<file path="src/rtl/dmairq_pkg.sv">
package dmairq_pkg;
  localparam int CTRL_W      = 32;
  localparam int MAX_LVL     = 4;
  localparam int EN_LSB      = 24;
  localparam int ST_LSB      = 20;
  localparam int CLR_LSB     = 16;
  localparam int SEL_CTRL    = 0;
  localparam int SEL_LVLBASE = 1;

  // Control word image from enable and status vectors (MAX_LVL wide, zero padded)
  function automatic logic [CTRL_W-1:0] pack_ctrl(input logic [MAX_LVL-1:0] en,
                                                  input logic [MAX_LVL-1:0] st);
    logic [CTRL_W-1:0] w;
    w = '0;
    w[EN_LSB +: MAX_LVL] = en;
    w[ST_LSB +: MAX_LVL] = st;
    return w;
  endfunction

  // Next sticky flag value: a set always beats a clear
  function automatic logic [MAX_LVL-1:0] next_flags(input logic [MAX_LVL-1:0] cur,
                                                    input logic [MAX_LVL-1:0] clr,
                                                    input logic [MAX_LVL-1:0] set);
    return (cur & ~clr) | set;
  endfunction
endpackage

</file>
<file path="src/rtl/dmairq_regs.sv">
module dmairq_regs
  import dmairq_pkg::*;
#(
  parameter int ADDR_W  = 32,
  parameter int NUM_LVL = 4,
  parameter int SEL_W   = 3
) (
  input  logic                             clk,
  input  logic                             rst_n,
  input  logic [SEL_W-1:0]                 reg_sel,
  input  logic                             reg_wr,
  input  logic [CTRL_W-1:0]                reg_wdata,
  input  logic [NUM_LVL-1:0]               st,
  output logic [CTRL_W-1:0]                reg_rdata,
  output logic [NUM_LVL-1:0]               en,
  output logic [NUM_LVL-1:0][ADDR_W-1:0]   lvl_addr,
  output logic [NUM_LVL-1:0]               clr_pulse
);
  logic ctrl_wr;
  logic [MAX_LVL-1:0] en_pad, st_pad;

  assign ctrl_wr   = reg_wr && (reg_sel == SEL_W'(SEL_CTRL));
  assign clr_pulse = ctrl_wr ? reg_wdata[CLR_LSB +: NUM_LVL] : '0;

  always_ff @(posedge clk or negedge rst_n) begin
    if (!rst_n)       en <= '0;
    else if (ctrl_wr) en <= reg_wdata[EN_LSB +: NUM_LVL];
  end

  for (genvar i = 0; i < NUM_LVL; i++) begin : g_lvl
    logic lvl_wr;
    assign lvl_wr = reg_wr && (reg_sel == SEL_W'(SEL_LVLBASE + i));
    always_ff @(posedge clk or negedge rst_n) begin
      if (!rst_n)      lvl_addr[i] <= '0;
      else if (lvl_wr) lvl_addr[i] <= reg_wdata[ADDR_W-1:0];
    end
  end

  always_comb begin
    en_pad = '0;
    st_pad = '0;
    en_pad[NUM_LVL-1:0] = en;
    st_pad[NUM_LVL-1:0] = st;
  end

  always_comb begin
    reg_rdata = '0;
    if (reg_sel == SEL_W'(SEL_CTRL)) reg_rdata = pack_ctrl(en_pad, st_pad);
    for (int i = 0; i < NUM_LVL; i++) begin
      if (reg_sel == SEL_W'(SEL_LVLBASE + i)) reg_rdata[ADDR_W-1:0] = lvl_addr[i];
    end
  end
endmodule

</file>
<file path="src/rtl/dmairq_detect.sv">
module dmairq_detect #(
  parameter int ADDR_W  = 32,
  parameter int NUM_LVL = 4
) (
  input  logic                           clk,
  input  logic                           rst_n,
  input  logic                           dma_valid,
  input  logic [ADDR_W-1:0]              dma_addr,
  input  logic [NUM_LVL-1:0][ADDR_W-1:0] lvl_addr,
  output logic                           fresh,
  output logic [NUM_LVL-1:0]             hit
);
  logic              prev_valid;
  logic [ADDR_W-1:0] prev_addr;

  function automatic logic is_fresh(input logic v, input logic pv,
                                    input logic [ADDR_W-1:0] a,
                                    input logic [ADDR_W-1:0] pa);
    return v && (!pv || (a != pa));
  endfunction

  always_ff @(posedge clk or negedge rst_n) begin
    if (!rst_n) begin
      prev_valid <= 1'b0;
      prev_addr  <= '0;
    end else begin
      prev_valid <= dma_valid;
      if (dma_valid) prev_addr <= dma_addr;
    end
  end

  assign fresh = is_fresh(dma_valid, prev_valid, dma_addr, prev_addr);

  for (genvar i = 0; i < NUM_LVL; i++) begin : g_cmp
    assign hit[i] = fresh && (dma_addr == lvl_addr[i]);
  end
endmodule

</file>
<file path="src/rtl/dmairq_status.sv">
module dmairq_status
  import dmairq_pkg::*;
#(
  parameter int NUM_LVL = 4
) (
  input  logic               clk,
  input  logic               rst_n,
  input  logic [NUM_LVL-1:0] hit,
  input  logic [NUM_LVL-1:0] clr,
  input  logic [NUM_LVL-1:0] en,
  output logic [NUM_LVL-1:0] st,
  output logic               irq
);
  logic [MAX_LVL-1:0] cur_pad, clr_pad, hit_pad, nxt_pad;

  always_comb begin
    cur_pad = '0; clr_pad = '0; hit_pad = '0;
    cur_pad[NUM_LVL-1:0] = st;
    clr_pad[NUM_LVL-1:0] = clr;
    hit_pad[NUM_LVL-1:0] = hit;
    nxt_pad = next_flags(cur_pad, clr_pad, hit_pad);
  end

  always_ff @(posedge clk or negedge rst_n) begin
    if (!rst_n) begin
      st  <= '0;
      irq <= 1'b0;
    end else begin
      st  <= nxt_pad[NUM_LVL-1:0];
      irq <= |(st & en);
    end
  end
endmodule

</file>
<file path="src/rtl/dma_level_irq.sv">
module dma_level_irq #(
  parameter int ADDR_W  = 32,
  parameter int NUM_LVL = 4,
  parameter int SEL_W   = 3
) (
  input  logic              clk,
  input  logic              rst_n,
  input  logic [SEL_W-1:0]  reg_sel,
  input  logic              reg_wr,
  input  logic [31:0]       reg_wdata,
  output logic [31:0]       reg_rdata,
  input  logic              dma_valid,
  input  logic [ADDR_W-1:0] dma_addr,
  output logic              irq
);
  logic [NUM_LVL-1:0]             en_w, st_w, clr_w, hit_w;
  logic [NUM_LVL-1:0][ADDR_W-1:0] lvl_w;
  logic                           fresh_w;

  dmairq_regs #(.ADDR_W(ADDR_W), .NUM_LVL(NUM_LVL), .SEL_W(SEL_W)) u_regs (
    .clk(clk), .rst_n(rst_n), .reg_sel(reg_sel), .reg_wr(reg_wr),
    .reg_wdata(reg_wdata), .st(st_w), .reg_rdata(reg_rdata), .en(en_w),
    .lvl_addr(lvl_w), .clr_pulse(clr_w)
  );

  dmairq_detect #(.ADDR_W(ADDR_W), .NUM_LVL(NUM_LVL)) u_det (
    .clk(clk), .rst_n(rst_n), .dma_valid(dma_valid), .dma_addr(dma_addr),
    .lvl_addr(lvl_w), .fresh(fresh_w), .hit(hit_w)
  );

  dmairq_status #(.NUM_LVL(NUM_LVL)) u_st (
    .clk(clk), .rst_n(rst_n), .hit(hit_w), .clr(clr_w), .en(en_w),
    .st(st_w), .irq(irq)
  );
endmodule

</file>
<file path="config.mk">
export PLATFORM = sky130hd
export DESIGN_NAME = dma_level_irq
export DESIGN_NICKNAME = d
export VERILOG_FILES = /design/src/rtl/dmairq_pkg.sv /design/src/rtl/dmairq_regs.sv /design/src/rtl/dmairq_detect.sv /design/src/rtl/dmairq_status.sv /design/src/rtl/dma_level_irq.sv
export SDC_FILE = /design/constraint.sdc
export NUM_CORES = 1
export LEC_CHECK = 0
export BUFFER_PORTS_ARGS = -buffer_cell sky130_fd_sc_hd__buf_4
export CELL_PAD_IN_SITES_DETAIL_PLACEMENT = 0
export CELL_PAD_IN_SITES_GLOBAL_PLACEMENT = 1
export CORE_ASPECT_RATIO = 1.5
export CORE_UTILIZATION = 48
export CTS_BUF_LIST = sky130_fd_sc_hd__clkbuf_4 sky130_fd_sc_hd__clkbuf_8 sky130_fd_sc_hd__clkbuf_16
export DETAILED_ROUTE_END_ITERATION = 7
export PLACE_DENSITY_LB_ADDON = 0.1
export SYNTH_ARGS = -nofsm -noshare
export SYNTH_HDL_FRONTEND = slang
export SYNTH_SLANG_ARGS = --single-unit
export TNS_END_PERCENT = 10
</file>
<file path="constraint.sdc">
create_clock -name clk -period 1.9 [get_ports clk]
set_input_delay 0.19 -clock clk [delete_from_list [all_inputs] [get_ports clk]]
set_output_delay 0.19 -clock clk [all_outputs]
set_load 0.01 [all_outputs]
</file>
==> metrics.md <==
| Metric | Value |
|---|---|
| Crit share post-route | `0.9981` |
| CTS Root Cell | `clkbuf_16` |
| Net Sw Frac | `0.3025` |
| Row count | `61` |
| Synth cell count leaders | `mux2_2 (177), dfrtp_1 (170), xnor2_1 (129)` |
| Syn nets | `825` |
| YS warnings | `0` |
| Clock group share of total power | `0.313` |
| Clock skew | `0.008260 ns` |
| CP Launch Type | `flop` |
| Starting Density | `0.4953` |
| WHS Path Cells | `2` |
| Hpwl dp | `21170 µm` |
| Internal Power | `8.053 mW` |
| Ports | `104` |
| Worst EP arrival | `1.71 ns` |
| Setup Slack @ Placement | `around 0.0017 ns` |
| Crit path kind | `reg2out` |
| Worst VDD drop | `0.4946 mV` |
| # clock sinks | `170` |
| Leak | `4.471 nW` |
| Seq pwr share | `0.433` |
| Worst endpoint required time | `between 1.5 and 2 ns` |
| Design Power | `between 10 and 15 mW` |
| Gate power share | `0.255` |
| Hold Crit Class | `in2reg` |
| Max FO, Critical Path | `3` |
| Share of layout cells above drive strength 1 | `0.4203` |
| Min Tclk post-route | `1.896 ns` |
| Synth-to-Final Area Change | `19.37%` |
| GRT Overall Usage | `0.3057` |
| H-tree levels | `4` |
| Worst-path clk slew | `0.06 ns` |
| First-pass GRT wire length | `42930 µm` |
| Setup tns final | `0 ns` |
| Setup Viol. Count Final | `0` |
| Final std cells w/o fill | `1111` |
| Seq cells post-synth | `170` |
| Max_cap viols | `0` |
| Kind of end point of the critical path | `output port` |
| RSZ-0062 raised after global routing | `true` |
| Number of antenna violations at the first check in global routing | `0` |
| Final Slew Violations | `0` |
| Drt first pass iters | `5` |
| HP Start | `reg_wdata[1]` |
| Clk Latency, worst-skew pair | `0.43 ns` |
| Vias | `6367` |
| Fmax achieved | `527.3 MHz` |
| Synth area leader | `dfrtp_1` |
| Antenna Cells | `0` |
| Syn Inst Count | `754` |
| Final ANT Viol Nets | `0` |
| Number of global-route vias before repair | `6716` |
| Top_reg_cell synth | `dfrtp_1` |
| Worst Slack Setup Final | `around 0.0036 ns` |
| Worst Hold End | `u_regs.lvl_addr[1]$_DFFE_PN0P_` |
| Die Span X | `115.4 µm` |
| Synth top area share | `0.4593` |
| Clock buffer depth | `2` |
| Asr flop ratio synth | `1.000` |
| Max_slew headroom | `0.5978` |
| Final hold slack | `0.01682 ns` |
| P_sw | `3.493 mW` |
| Seq/Total Area, Yosys | `0.4593` |
| Reg2Reg Launch Point | `u_regs.lvl_addr[24]$_DFFE_PN0P_` |
| Mapped Area | `9263 µm²` |
| Die Height | `172.1 µm` |
| Mean Syn Cell Area | `12.28 µm²` |
| Slew @ Worst Pin | `just over 0.6 ns` |
| Die ar. | `approximately 20000 µm²` |
| Grt total ovfl | `0` |
| CTS tree | `built` |
| Post-Route WL | `28510 µm` |
| Largest net degree at the start of global routing | `55` |
| Final Wtd Congestion | `0.8678` |
| R2R Setup Slk | `0.06 ns` |
| Port bufs | `103` |
| Initial DRC Count | `382` |
| Worst r2r path cells | `6` |
| Post-synth EDFFs | `0` |
| Power density cells | `1044 nW/µm²` |
| Top post-synthesis cells by area | `dfrtp_1 (46%), mux2_2 (22%), xnor2_1 (12%)` |
| Post-DR wirelength/cell | `25.66 µm` |
| Yosys cell types | `29` |
| Status | `completed` |
| Most common cell in the netlist | `mux2_2` |
| Reg-to-Reg End | `u_st.st[0]$_DFF_PN0_` |
| Vias per std cell | `5.731` |
| Layout Nets | `between 900 and 1000` |
| Placed cells | `1073` |
| Final hold viol count | `0` |
| Number of remaining DRC errors | `0` |
| Cts bufs inserted | `17` |
| Core area | `18700 µm²` |
## sequential cells by signal, summed over array words and instances, names as in the netlist
signal / count
u_det.prev_valid: 1
u_st.st: 4
u_regs.lvl_addr: 128
u_st.irq: 1
u_det.prev_addr: 32
u_regs.en: 4
## layout make-up
| cell class | count | area [µm²] |
|---|---|---|
| Tap cell | 252 | 315.3 |
| Clock buffer | 21 | 467.9 |
| Fill cell | 1596 | 7642 |
| Clock inverter | 11 | 145.1 |
| Sequential cell | 170 | 4257 |
| Timing Repair Buffer | 138 | 1177 |
| Inverter | 1 | 3.754 |
| Multi-Input combinational cell | 518 | 4691 |
## power groups by stage
stage	clock [mW]	combinational [mW]	sequential, mW
6_report	3.61	2.94	5.00
5_1_grt	3.79	3.14	5.09
4_1_cts	3.66	2.95	4.99
3_5_place_dp	0	2.92	5.05
3_3_place_gp	0	2.90	5.01
2_1_floorplan	0	1.89	4.84
## critical path, cell delays in order, from the launching register on
cell and delay, ns:
dfrtp_2 0.45, mux4_2 0.48, a22o_1 0.20, buf_4 0.14
## worst max path at each step
stage | startpoint | end | slack, ns
after floorplan | reg_sel[1] | u_regs.lvl_addr[10]$_DFFE_PN0P_ | 0.47
after global placement | reg_sel[0] | reg_rdata[13] | 0.07
after detailed placement | reg_sel[0] | reg_rdata[13] | 0.002
after CTS | u_regs.lvl_addr[52]$_DFFE_PN0P_ | reg_rdata[20] | -0.005
after global routing | u_regs.lvl_addr[52]$_DFFE_PN0P_ | reg_rdata[20] | -0.04
final | u_st.st[0]$_DFF_PN0_ | reg_rdata[20] | 0.004
## cell usage in the layout, fill, tap and decap left out
cell             n
xnor2_1        129
clkinv_4         2
nand2_1         34
buf_6            1
mux4_2           8
mux2_1          11
dfrtp_2          2
o21ai_1          2
nor4_2           1
clkbuf_4         2
bufinv_16        3
nor4_1          14
buf_12          10
clkbuf_8         2
nor3_2           2
nand2b_4         1
xor2_1          31
clkinvlp_4       3
a22oi_1         26
clkinv_1         1
mux2_2         177
dlygate4sd3_1    5
buf_4          122
nand4_2          1
nor3_4           1
nor2_2           1
nor3_1           1
clkbuf_16       17
nand4_1         33
o21ai_0         26
nor2b_1          2
nor2_4           1
clkinv_2         3
nor3b_4          1
nand2b_1         1
dfrtp_1        168
nand3_1          6
a22o_1           8
## stage by stage
stage / utilization / instance area (µm²)
after CTS: 0.5909 / 11050
after detailed placement: 0.5550 / 10380
after global routing: 0.5913 / 11060
after global placement: 0.5550 / 10380
after floorplan: - / 9263
final: 0.5913 / 11060
## what timing repair did
action | in CTS | in global routing
setup endpoints to repair | 3 | 5
setup buffers | 1 | 0
hold buffers | 5 | 0
hold endpoints to repair | 53 | 0
resized for setup | 2 | 2
## cells by family (layout without fill, tap and decap cells)
| family | after synthesis | count (layout) | share of synthesized area |
|---|---|---|---|
| buffers and inverters | 66 | 171 | 0.03647 |
| xor gates and xnor gates | 160 | 160 | 0.1513 |
| AOI/OAI and AO/OA | 62 | 62 | 0.04377 |
| and+or+nand+nor | 100 | 100 | 0.06119 |
| muxes | 196 | 196 | 0.2480 |
| DFF | 170 | 170 | 0.4593 |
## per-layer routing
layer,GRT usage,vias to the layer above,share of wire
li1,-,2838,-
met1,0.3658,3258,0.39
met5,0,-,0
met3,0.05643,61,0.048
met2,0.5319,210,0.52
met4,0.1333,0,0.038
Power figures use the tool's default switching activity.
